===== config.mk =====
export PLATFORM = sky130hd
export DESIGN_NAME = wiper_i2c_target
export DESIGN_NICKNAME = d
export VERILOG_FILES = /design/src/rtl/wpi2c_pkg.sv /design/src/rtl/i2c_line_sync.sv /design/src/rtl/wiper_reg_bank.sv /design/src/rtl/i2c_target_fsm.sv /design/src/rtl/wiper_i2c_target.sv
export SDC_FILE = /design/constraint.sdc
export NUM_CORES = 1
export LEC_CHECK = 0
export BUFFER_PORTS_ARGS = -buffer_cell sky130_fd_sc_hd__buf_2
export CAP_MARGIN = 40
export CELL_PAD_IN_SITES_DETAIL_PLACEMENT = 2
export CELL_PAD_IN_SITES_GLOBAL_PLACEMENT = 2
export CORE_ASPECT_RATIO = 1.75
export CORE_MARGIN = 4
export CORE_UTILIZATION = 35
export CTS_BUF_LIST = sky130_fd_sc_hd__clkbuf_4
export DETAILED_ROUTE_END_ITERATION = 6
export PLACE_DENSITY = 0.73
export SYNTH_ARGS = -nofsm -noshare
export SYNTH_HDL_FRONTEND = slang
export SYNTH_SLANG_ARGS = --single-unit

===== constraint.sdc =====
create_clock -name clk -period 5.06 [get_ports clk]
set_input_delay 0.759 -clock clk [delete_from_list [all_inputs] [get_ports clk]]
set_output_delay 0.759 -clock clk [all_outputs]
set_load 0.01 [all_outputs]

===== src/rtl/wpi2c_pkg.sv =====
// Shared types and constants for the wiper register I2C target.
// Assumes byte-wide transfers with a 2-bit register code and a 6-bit value.
package wpi2c_pkg;
    localparam int BYTE_W    = 8;
    localparam int TAG_W     = 2;
    localparam int VAL_W     = BYTE_W - TAG_W;
    localparam int NUM_SLOTS = 3;

    typedef enum logic [2:0] {
        ST_IDLE,
        ST_ADDR,
        ST_ADDR_ACK,
        ST_WRITE,
        ST_WRITE_ACK,
        ST_READ,
        ST_READ_ACK
    } bus_state_t;
endpackage


===== src/rtl/i2c_line_sync.sv =====
// Synchronises SCL and SDA to clk and derives edge and bus-condition events.
// Assumes the clock is several times faster than SCL; an idle bus reads high.
module i2c_line_sync #(
    parameter int SYNC_STAGES = 2
) (
    input  logic clk,
    input  logic rst_n,
    input  logic scl_i,
    input  logic sda_i,
    output logic scl_lvl,
    output logic sda_lvl,
    output logic scl_rise,
    output logic scl_fall,
    output logic start_det,
    output logic stop_det
);
    logic [SYNC_STAGES-1:0] scl_pipe, sda_pipe;
    logic scl_q, sda_q;

    generate
        if (SYNC_STAGES >= 2) begin : g_multi
            // Shift both lines through the synchroniser chain.
            always_ff @(posedge clk) begin
                if (!rst_n) begin
                    scl_pipe <= '1;
                    sda_pipe <= '1;
                end else begin
                    scl_pipe <= {scl_pipe[SYNC_STAGES-2:0], scl_i};
                    sda_pipe <= {sda_pipe[SYNC_STAGES-2:0], sda_i};
                end
            end
        end else begin : g_single
            // Single capture flop when only one stage is requested.
            always_ff @(posedge clk) begin
                if (!rst_n) begin
                    scl_pipe <= '1;
                    sda_pipe <= '1;
                end else begin
                    scl_pipe <= scl_i;
                    sda_pipe <= sda_i;
                end
            end
        end
    endgenerate

    // Keep the previous synchronised levels for edge detection.
    always_ff @(posedge clk) begin
        if (!rst_n) begin
            scl_q <= 1'b1;
            sda_q <= 1'b1;
        end else begin
            scl_q <= scl_pipe[SYNC_STAGES-1];
            sda_q <= sda_pipe[SYNC_STAGES-1];
        end
    end

    assign scl_lvl   = scl_pipe[SYNC_STAGES-1];
    assign sda_lvl   = sda_pipe[SYNC_STAGES-1];
    assign scl_rise  = scl_lvl & ~scl_q;
    assign scl_fall  = ~scl_lvl & scl_q;
    assign start_det = scl_lvl & scl_q & sda_q & ~sda_lvl;
    assign stop_det  = scl_lvl & scl_q & ~sda_q & sda_lvl;
endmodule


===== src/rtl/wiper_reg_bank.sv =====
// Holds the three 6-bit registers; decodes write bytes by their 2-bit code
// and forms the tagged read-back byte for the selected slot.
// Assumes wr_en is a one-cycle pulse per received data byte.
module wiper_reg_bank
    import wpi2c_pkg::*;
(
    input  logic              clk,
    input  logic              rst_n,
    input  logic              wr_en,
    input  logic [BYTE_W-1:0] wr_byte,
    input  logic [TAG_W-1:0]  rd_sel,
    output logic [BYTE_W-1:0] rd_byte,
    output logic [VAL_W-1:0]  wiper0_o,
    output logic [VAL_W-1:0]  wiper1_o,
    output logic [VAL_W-1:0]  cfg_o
);
    logic [VAL_W-1:0] slot_q [NUM_SLOTS];
    logic [TAG_W-1:0] wr_tag;

    assign wr_tag = wr_byte[BYTE_W-1 -: TAG_W];

    // Update the slot named by the byte's code; code 3 matches no slot.
    always_ff @(posedge clk) begin
        if (!rst_n) begin
            for (int i = 0; i < NUM_SLOTS; i++) slot_q[i] <= '0;
        end else if (wr_en) begin
            for (int i = 0; i < NUM_SLOTS; i++)
                if (wr_tag == TAG_W'(i)) slot_q[i] <= wr_byte[VAL_W-1:0];
        end
    end

    // Form the read-back byte as {code, value} for the selected slot.
    always_comb begin
        case (rd_sel)
            2'd0:    rd_byte = {2'd0, slot_q[0]};
            2'd1:    rd_byte = {2'd1, slot_q[1]};
            2'd2:    rd_byte = {2'd2, slot_q[2]};
            default: rd_byte = '0;
        endcase
    end

    assign wiper0_o = slot_q[0];
    assign wiper1_o = slot_q[1];
    assign cfg_o    = slot_q[2];
endmodule


===== src/rtl/i2c_target_fsm.sv =====
// Byte-level target protocol: address match, write reception, rotating read
// and acknowledge generation. SDA is changed only on a synchronised SCL fall.
// Assumes bus events come from i2c_line_sync and occur at most once per cycle.
module i2c_target_fsm
    import wpi2c_pkg::*;
#(
    parameter logic [3:0] ADDR_HI = 4'b0101
) (
    input  logic              clk,
    input  logic              rst_n,
    input  logic              sda_lvl,
    input  logic              scl_rise,
    input  logic              scl_fall,
    input  logic              start_det,
    input  logic              stop_det,
    input  logic [2:0]        strap_i,
    input  logic              nv_busy_i,
    input  logic [BYTE_W-1:0] rd_byte,
    output logic [TAG_W-1:0]  rd_sel,
    output logic              wr_en,
    output logic [BYTE_W-1:0] wr_byte,
    output logic              sda_pull,
    output bus_state_t        state,
    output logic [TAG_W-1:0]  rd_ptr
);
    bus_state_t        state_q;
    logic [2:0]        bit_q;
    logic [BYTE_W-1:0] sh_q;
    logic              oe_q, rw_q, wr_en_q;
    logic [BYTE_W-1:0] wr_byte_q;
    logic [TAG_W-1:0]  ptr_q, nxt_ptr;
    logic [BYTE_W-1:0] rx_byte;
    logic              addr_hit;

    assign rx_byte  = {sh_q[BYTE_W-2:0], sda_lvl};
    assign addr_hit = (rx_byte[BYTE_W-1:1] == {ADDR_HI, strap_i}) && !nv_busy_i;
    assign nxt_ptr  = (ptr_q == TAG_W'(NUM_SLOTS-1)) ? '0 : ptr_q + 1'b1;
    assign rd_sel   = (state_q == ST_READ_ACK) ? nxt_ptr : '0;

    // Main protocol sequencer; START/STOP override every state.
    always_ff @(posedge clk) begin
        if (!rst_n) begin
            state_q   <= ST_IDLE;
            bit_q     <= '0;
            sh_q      <= '0;
            oe_q      <= 1'b0;
            rw_q      <= 1'b0;
            ptr_q     <= '0;
            wr_en_q   <= 1'b0;
            wr_byte_q <= '0;
        end else begin
            wr_en_q <= 1'b0;
            if (start_det) begin
                state_q <= ST_ADDR;
                bit_q   <= '0;
                oe_q    <= 1'b0;
            end else if (stop_det) begin
                state_q <= ST_IDLE;
                oe_q    <= 1'b0;
            end else begin
                case (state_q)
                    ST_ADDR: if (scl_rise) begin
                        sh_q  <= rx_byte;
                        bit_q <= bit_q + 3'd1;
                        if (bit_q == 3'd7) begin
                            state_q <= addr_hit ? ST_ADDR_ACK : ST_IDLE;
                            rw_q    <= rx_byte[0];
                            ptr_q   <= '0;
                        end
                    end
                    ST_ADDR_ACK: if (scl_fall) begin
                        if (!oe_q) begin
                            oe_q <= 1'b1;
                        end else if (rw_q) begin
                            state_q <= ST_READ;
                            sh_q    <= rd_byte << 1;
                            oe_q    <= ~rd_byte[BYTE_W-1];
                            bit_q   <= '0;
                        end else begin
                            state_q <= ST_WRITE;
                            oe_q    <= 1'b0;
                            bit_q   <= '0;
                        end
                    end
                    ST_WRITE: if (scl_rise) begin
                        sh_q  <= rx_byte;
                        bit_q <= bit_q + 3'd1;
                        if (bit_q == 3'd7) begin
                            wr_en_q   <= 1'b1;
                            wr_byte_q <= rx_byte;
                            state_q   <= ST_WRITE_ACK;
                        end
                    end
                    ST_WRITE_ACK: if (scl_fall) begin
                        if (!oe_q) begin
                            oe_q <= 1'b1;
                        end else begin
                            oe_q    <= 1'b0;
                            state_q <= ST_WRITE;
                            bit_q   <= '0;
                        end
                    end
                    ST_READ: begin
                        if (scl_fall) begin
                            oe_q <= ~sh_q[BYTE_W-1];
                            sh_q <= sh_q << 1;
                        end
                        if (scl_rise) begin
                            bit_q <= bit_q + 3'd1;
                            if (bit_q == 3'd7) state_q <= ST_READ_ACK;
                        end
                    end
                    ST_READ_ACK: begin
                        if (scl_fall) oe_q <= 1'b0;
                        if (scl_rise) begin
                            if (sda_lvl) begin
                                state_q <= ST_IDLE;
                            end else begin
                                ptr_q   <= nxt_ptr;
                                sh_q    <= rd_byte;
                                bit_q   <= '0;
                                state_q <= ST_READ;
                            end
                        end
                    end
                    default: ;
                endcase
            end
        end
    end

    assign wr_en    = wr_en_q;
    assign wr_byte  = wr_byte_q;
    assign sda_pull = oe_q;
    assign state    = state_q;
    assign rd_ptr   = ptr_q;
endmodule


===== src/rtl/wiper_i2c_target.sv =====
// Top of the wiper register I2C target: line synchroniser, protocol
// sequencer and register bank. Assumes an external open-drain pad driven
// by sda_pull_o and a system clock well above the SCL rate.
module wiper_i2c_target
    import wpi2c_pkg::*;
#(
    parameter logic [3:0] ADDR_HI     = 4'b0101,
    parameter int         SYNC_STAGES = 2
) (
    input  logic             clk,
    input  logic             rst_n,
    input  logic             scl_i,
    input  logic             sda_i,
    input  logic [2:0]       strap_i,
    input  logic             nv_busy_i,
    output logic             sda_pull_o,
    output logic [VAL_W-1:0] wiper0_o,
    output logic [VAL_W-1:0] wiper1_o,
    output logic [VAL_W-1:0] cfg_o
);
    logic scl_lvl, sda_lvl, scl_rise, scl_fall, start_det, stop_det;
    logic              wr_en;
    logic [BYTE_W-1:0] wr_byte, rd_byte;
    logic [TAG_W-1:0]  rd_sel, rd_ptr;
    bus_state_t        state;

    i2c_line_sync #(.SYNC_STAGES(SYNC_STAGES)) u_sync (
        .clk(clk), .rst_n(rst_n), .scl_i(scl_i), .sda_i(sda_i),
        .scl_lvl(scl_lvl), .sda_lvl(sda_lvl), .scl_rise(scl_rise),
        .scl_fall(scl_fall), .start_det(start_det), .stop_det(stop_det)
    );

    i2c_target_fsm #(.ADDR_HI(ADDR_HI)) u_fsm (
        .clk(clk), .rst_n(rst_n), .sda_lvl(sda_lvl), .scl_rise(scl_rise),
        .scl_fall(scl_fall), .start_det(start_det), .stop_det(stop_det),
        .strap_i(strap_i), .nv_busy_i(nv_busy_i), .rd_byte(rd_byte),
        .rd_sel(rd_sel), .wr_en(wr_en), .wr_byte(wr_byte),
        .sda_pull(sda_pull_o), .state(state), .rd_ptr(rd_ptr)
    );

    wiper_reg_bank u_regs (
        .clk(clk), .rst_n(rst_n), .wr_en(wr_en), .wr_byte(wr_byte),
        .rd_sel(rd_sel), .rd_byte(rd_byte), .wiper0_o(wiper0_o),
        .wiper1_o(wiper1_o), .cfg_o(cfg_o)
    );
endmodule


* Word level (Yosys, flattened, before mapping)
Memory sizes are Yosys's and may differ from the RTL's. Cells that the tools add are included.
Storage, ports and cells: bits in registers 33, RAM bits 18, input bits 8, output and inout port bits 19, logic and storage cells 168, memories kept 1
Memory list:
- u_regs.slot_q | depth 3, bits a word 6, read ports 3, clocked after Yosys merged registers in 0, wr ports 3, RTL line wiper_reg_bank.sv:17 | logic [VAL_W-1:0] slot_q [NUM_SLOTS];
Cells by class: $add $sub $neg 2, eq/ne operators 43, muxes and demuxes 64, bitwise operators 21, reduce and logical (&&, ||, !) cells 24
Operator list (number):
- $mux 8 | 7
- $mux 3 | 18
- $pmux 8 s4 | 1
- $ne 4x4->1 const B | 6
- $pmux 8 s3 | 1
- $reduce_and 12->1 | 2
- $mux 1 | 23
- $ne 2x1->1 const B | 10
- $ne 4x3->1 const B | 5
- $mux 6 | 3
- $ne 2x2->1 const B | 9
- $pmux 3 s6 | 1
- $reduce_and 5->1 | 3
- $mux 2 | 7
- $reduce_and 7->1 | 2
- $eq 3x3->1 const B | 4
- $not 1->1 | 11
- $reduce_and 10->1 | 1
- $pmux 3 s3 | 1
- $reduce_bool 4->1 | 2
- $reduce_bool 8->1 | 1
- $and 1x1->1 | 7
- $eq 7x6->1 | 1
- $eq 2x2->1 const B | 3
- 17 further kinds | 25

* Logic depth before layout (Yosys ltp)
depth after elaboration 10, gate-level depth with buffers 8, mapped depth without buffers 7

* Cells and area by module
From an unflattened synthesis, not the netlist that was laid out.
Unflattened totals: cells, all modules 262, area total of the unflattened synthesis 2675.1 µm²
By module, submodules not included:
- i2c_target_fsm | instances 1, cells each 199, area each 1716.6 µm², sequential area each 540.5 µm²
- wiper_reg_bank | instances 1, cells each 47, area each 768.2 µm², sequential area each 540.5 µm²
- i2c_line_sync | instances 1, cells each 16, area each 190.2 µm², sequential area each 120.1 µm²

* Worst setup path before layout
Ideal clock, no wire load.
path kind input to register, start input strap_i[1], end register u_fsm.state_q[1] (netlist: u_fsm.state[1]), setup time 0.086 ns, data arrival time 1.603 ns, required time 4.974 ns, path slack 3.372 ns, stages 5, path buffers 0, cell sequence xor2_1 > a2111oi_2 > and3_1 > a2111oi_0 > a211oi_1
Between the ends: word-level cells in the longest chain between the ends 6
Ends and longest elaborated chain:
- from (decl) | RTL line wiper_i2c_target.sv:14 | input logic [2:0] strap_i,
- $eq 7x6->1 | RTL line i2c_target_fsm.sv:36 | assign addr_hit = (rx_byte[BYTE_W-1:1] == {ADDR_HI, strap_i}) && !nv_busy_i;
- $logic_and 1x1->1 | RTL line i2c_target_fsm.sv:36
- $mux 2 | RTL line i2c_target_fsm.sv:66 | state_q <= addr_hit ? ST_ADDR_ACK : ST_IDLE;
- $mux 3 | RTL line i2c_target_fsm.sv:65 | if (bit_q == 3'd7) begin
- $mux 3 | RTL line i2c_target_fsm.sv:62 | ST_ADDR: if (scl_rise) begin
- $pmux 3 s6 | RTL line i2c_target_fsm.sv:61 | case (state_q)
- to (signal assigned) | RTL line i2c_target_fsm.sv:66
- to (decl) | RTL line i2c_target_fsm.sv:26 | bus_state_t state_q;
Every way passes these cells. The select of a mux whose other input is x is not followed. A chain may end at the register's enable or synchronous reset.

* Final worst setup path
start register u_fsm.state_q[0] (netlist: u_fsm.state[0]), end register u_fsm.sh_q[5]
Between the ends: word-level cells in the longest chain between the ends 8, elaborated cells on any way between the ends 26, those cells by class 14 x eq/ne; 8 x mux; 4 x reduce/logical
Ends and longest elaborated chain:
- $eq 3x3->1 | RTL line i2c_target_fsm.sv:38, i2c_target_fsm.sv:61
- $mux 2 | RTL line i2c_target_fsm.sv:38 | assign rd_sel = (state_q == ST_READ_ACK) ? nxt_ptr : '0;
- $eq 2x2->1 (tied with other cells) | RTL line wiper_reg_bank.sv:34 | case (rd_sel)
- $pmux 8 s3 | RTL line wiper_reg_bank.sv:34
- $mux 8 | RTL line i2c_target_fsm.sv:74 | end else if (rw_q) begin
- $mux 8 | RTL line i2c_target_fsm.sv:72 | if (!oe_q) begin
- $mux 8 | RTL line i2c_target_fsm.sv:71 | ST_ADDR_ACK: if (scl_fall) begin
- $pmux 8 s4 | RTL line i2c_target_fsm.sv:61
- to (signal assigned) | RTL line i2c_target_fsm.sv:63 | sh_q <= rx_byte;
- to (signal assigned) | RTL line i2c_target_fsm.sv:76 | sh_q <= rd_byte << 1;
- to (signal assigned) | RTL line i2c_target_fsm.sv:86 | sh_q <= rx_byte;
- to (decl) | RTL line i2c_target_fsm.sv:28 | logic [BYTE_W-1:0] sh_q;
Several ways; a longest one is shown, not always the timed one. The select of a mux whose other input is x is not followed.

==> flow_metrics.py <==
metrics = {
    "yosys": {
        "netlist_instances": 259,
        "netlist_area_sq_um": 2610,
        "post_synth.cell_area_avg_sq_um": 10.1,
        "synth_nets": 269,
        "synth_ff_type": "sky130_fd_sc_hd__dfxtp_1",
        "synth_edf_count": 18,
        "yosysUniqueCellTypes": 57,
        "yosysWarnings": 0,
        "ys_seq_area_share_pct": 46.0,
        "yosysTopAreaCellShare_pct": 25.3,
        "synth_area_leaders": "sky130_fd_sc_hd__dfxtp_1 (25%), sky130_fd_sc_hd__edfxtp_1 (21%), sky130_fd_sc_hd__mux2i_1 (6.5%), sky130_fd_sc_hd__nand2_1 (3.2%), sky130_fd_sc_hd__nor2b_1 (2.9%)",
        "async_flop_share_pct": 0,
        "post-synth-top-area-cell": "sky130_fd_sc_hd__dfxtp_1",
        "synth_seq_cells": 51,
    },
    "worst_setup_path": {
        "critPathCaptureType": "flip-flop",
        "crit_required_ns": 5.35,
        "timing.critical_path.from_type": "flip-flop",
        "max_fo_critical_path": 19,
        "criticalPathCategory": "reg2reg",
        "cp.arrival_ns": 2.68,
    },
    "floorplanning": {
        "floorplan.die_area_sq_um": 8950,
        "die_h_um": 122,
        "fp.dieW_um": 73.3,
        "std_cell_rows": 41,
        "boundary_pins": 27,
        "initial_core_util_pct": 36.1,
        "core_region_area_sq_um": 7230,
    },
    "power": {
        "vdd.ir_drop.worst_uv": 200,
        "p_leak_nw": 1.07,
        "cellPowerDensity_nw_per_um2": 271,
    },
    "timing": {
        "timing.clock.skew_ns": 0.0221,
        "setup_viol": 0,
        "fin_worst_hold_slack_ns": 0.435,
        "timing_hold_violations_final": 0,
        "post-route-min-period_ns": 2.39,
        "timing.final.crit_share_pct": 47.2,
        "slew_headroom_pct": 46.0,
        "rsz0062_at_grt": "no",
        "worst_pin_slew_ns": 0.811,
        "setup-tns-final_ns": 0,
        "timing.fmax_mhz": 419,
        "final_setup_slack_of_the_worst_path_ns": 2.67,
        "report.final.slew_viol_count": 0,
    },
    "clock_tree": {
        "clk_latency_ns": 0.40,
        "cts.reportedPaths.clkPinSlew_ns": 0.16,
        "clockRootBuffer": "sky130_fd_sc_hd__clkbuf_4",
        "cts_max_level": 2,
        "postCtsResizedCells": 0,
        "cts_max_path_buffers": 2,
        "cts.repair_timing.setup_buffer_count": 0,
        "numCtsBuffers": 5,
        "cts_sinks": 51,
        "cts_tree": "built",
        "quantity_of_hold_fixing_buffers_added_after_cts": 0,
    },
    "detailed_routing": {
        "dr_total_vias": 2051,
        "routed_wirelength_um": 7490,
        "final_antenna_net_count": 0,
        "avgRoutedWirePerCell_um": 20.4,
        "highest-signal-layer": "met4",
        "dr_wl_met3_um": 131,
        "first_pass_iters": 4,
        "detail_route.vias_per_cell": 5.59,
        "wl_met2_um": 4210,
        "initialDrtViolationCount": 62,
        "wl_met1_um": 2990,
        "remaining_drc_errors": 0,
    },
    "global_route": {
        "grt_first_pass_wirelength_um": 12400,
        "track_usage_pct": 18.5,
        "initial_antenna_violation_count": 0,
        "grt.overflow.total": 0,
        "largest_net_degree_at_the_start_of_global_routing": 36,
        "first_global_vias": 2276,
    },
    "final_layout": {
        "layout-area-overhead-vs-synth_pct": 9.69,
        "nFillCells": 802,
        "finalInstanceArea_sq_um": 2860,
        "antenna_cells_inserted": 0,
        "drive_gt1_share_pct": 18.1,
        "nets": 290,
    },
    "placement": {
        "place.detailed.hpwl_um": 5630,
        "area_after_dpl_sq_um": 2780,
        "place_congestion": 0.733,
        "placement.setup.worst_slack_ns": 2.70,
        "buffer_ports.inserted": 26,
    },
    "status": {
        "status": "finished clean",
    },
    "worst_hold_path": {
        "timing.hold.worst.class": "reg2reg",
    },
    "run": {
        "max_cap_viol_count": 0,
    },
}
[report_power, final]
part | internal, mW | switching (mW) | leakage, nW | total, mW
logic | 0.0286 | 0.0400 | 0.582 | 0.0686
registers | 0.437 | 0.0150 | 0.438 | 0.453
clock network | 0.107 | 0.147 | 0.0458 | 0.254
[critical path, stage by stage, from the launching register on]
cell and delay (ns):
sky130_fd_sc_hd__dfxtp_1 0.53, sky130_fd_sc_hd__buf_4 0.33, sky130_fd_sc_hd__and2b_1 0.20, sky130_fd_sc_hd__nand2_1 0.10, sky130_fd_sc_hd__a311oi_4 0.74, sky130_fd_sc_hd__o211ai_1 0.21
sky130_fd_sc_hd__o211a_1 0.18
[cell type report]
cell class / count / area [sq um] / area share (%)
multi-input cells: 186 / 1290 / 45.1
flip-flops and latches: 51 / 1200 / 42.0
repair buffers: 30 / 155 / 5.42
well taps: 86 / 108 / 3.76
clock inverters: 3 / 47.5 / 1.66
clock buffers: 5 / 37.5 / 1.31
inverters: 6 / 22.5 / 0.787
[cells in the mapped netlist, types with 2 or more instances]
| cell | count |
|---|---|
| sky130_fd_sc_hd__a211o_1 | 3 |
| sky130_fd_sc_hd__a211oi_1 | 2 |
| sky130_fd_sc_hd__a21boi_1 | 2 |
| sky130_fd_sc_hd__a21o_1 | 2 |
| sky130_fd_sc_hd__a21oi_1 | 11 |
| sky130_fd_sc_hd__a22oi_1 | 4 |
| sky130_fd_sc_hd__a31oi_1 | 2 |
| sky130_fd_sc_hd__and2_1 | 9 |
| sky130_fd_sc_hd__and2b_1 | 2 |
| sky130_fd_sc_hd__and3_1 | 4 |
| sky130_fd_sc_hd__buf_2 | 4 |
| sky130_fd_sc_hd__buf_4 | 2 |
| sky130_fd_sc_hd__buf_6 | 3 |
| sky130_fd_sc_hd__clkbuf_1 | 7 |
| sky130_fd_sc_hd__dfxtp_1 | 33 |
| sky130_fd_sc_hd__edfxtp_1 | 18 |
| sky130_fd_sc_hd__ha_1 | 2 |
| sky130_fd_sc_hd__inv_1 | 5 |
| sky130_fd_sc_hd__mux2_2 | 2 |
| sky130_fd_sc_hd__mux2i_1 | 17 |
| sky130_fd_sc_hd__nand2_1 | 22 |
| sky130_fd_sc_hd__nand2b_1 | 9 |
| sky130_fd_sc_hd__nand3_1 | 9 |
| sky130_fd_sc_hd__nand3b_1 | 2 |
| sky130_fd_sc_hd__nand4_1 | 3 |
| sky130_fd_sc_hd__nor2_1 | 9 |
| sky130_fd_sc_hd__nor2b_1 | 12 |
| sky130_fd_sc_hd__nor3_1 | 7 |
| sky130_fd_sc_hd__nor4bb_1 | 2 |
| sky130_fd_sc_hd__o211a_1 | 4 |
| sky130_fd_sc_hd__o211ai_1 | 4 |
| sky130_fd_sc_hd__o21ai_0 | 12 |
| sky130_fd_sc_hd__o22ai_1 | 2 |
| sky130_fd_sc_hd__o31ai_1 | 2 |
| sky130_fd_sc_hd__xnor2_1 | 2 |
| sky130_fd_sc_hd__xor2_1 | 3 |
[cell usage in the layout, fill, tap and decap left out, types with 9 or more instances in the layout]
cell type                  count
sky130_fd_sc_hd__nand2_1      22
sky130_fd_sc_hd__edfxtp_1     18
sky130_fd_sc_hd__nor2b_1      12
sky130_fd_sc_hd__dfxtp_1      33
sky130_fd_sc_hd__and2_1        9
sky130_fd_sc_hd__nor2_1        9
sky130_fd_sc_hd__mux2i_1      17
sky130_fd_sc_hd__buf_2        28
sky130_fd_sc_hd__nand3_1       9
sky130_fd_sc_hd__a21oi_1      11
sky130_fd_sc_hd__o21ai_0      12
sky130_fd_sc_hd__nand2b_1      9
[state kept, by name (all words and copies together), names as in the netlist]
register / count
u_sync.sda_pipe: 2
u_sync.sda_q: 1
u_sync.scl_q: 1
u_regs.slot_q: 18
u_fsm.sh_q: 8
u_fsm.wr_byte: 8
u_sync.scl_pipe: 2
u_fsm.rd_ptr: 2
u_fsm.bit_q: 3
u_fsm.state: 3
u_fsm.sda_pull: 1
u_fsm.wr_en: 1
u_fsm.rw_q: 1
[kinds of logic (layout without fill, tap and decap cells)]
kind of cell	after synthesis	after routing	synth area share, %
adders and majority gates	2	2	0.959
buffers and inverters	22	44	4.51
xor gates and xnor gates	5	5	1.68
AOI/OAI and AO/OA	59	59	17.0
muxes	19	19	7.39
and+or+nand+nor	101	101	22.4
DFF	51	51	46.0
[routing by layer]
layer / vias up / track usage (%)
met2: 22 / 33.7
li1: 983 / -
met4: 0 / 6.93
met3: 10 / 2.87
met5: - / 0
met1: 1036 / 21.1
[path summary, 6_finish.rpt]
check	slack, ns	from	endpoint	depth (start not counted)
setup / recovery	2.67	u_fsm.state[0]	u_fsm.sh_q[5]	6
hold / removal	0.44	u_sync.sda_pipe[0]	u_sync.sda_pipe[1]	1
setup reg to reg	2.67	u_fsm.state[0]	u_fsm.sh_q[5]	6
hold reg to reg	0.44	u_sync.sda_pipe[0]	u_sync.sda_pipe[1]	1
[metrics by stage]
step                      total power [mW]  cells  utilization, %
after floorplan                      0.504    259               -
after global placement               0.529    357            38.2
after detailed placement             0.532    359            38.4
after CTS                            0.784    367            39.6
after global routing                 0.809    367            39.6
final                                0.775    367            39.6
Note: power is estimated with default switching activity, not from simulation.
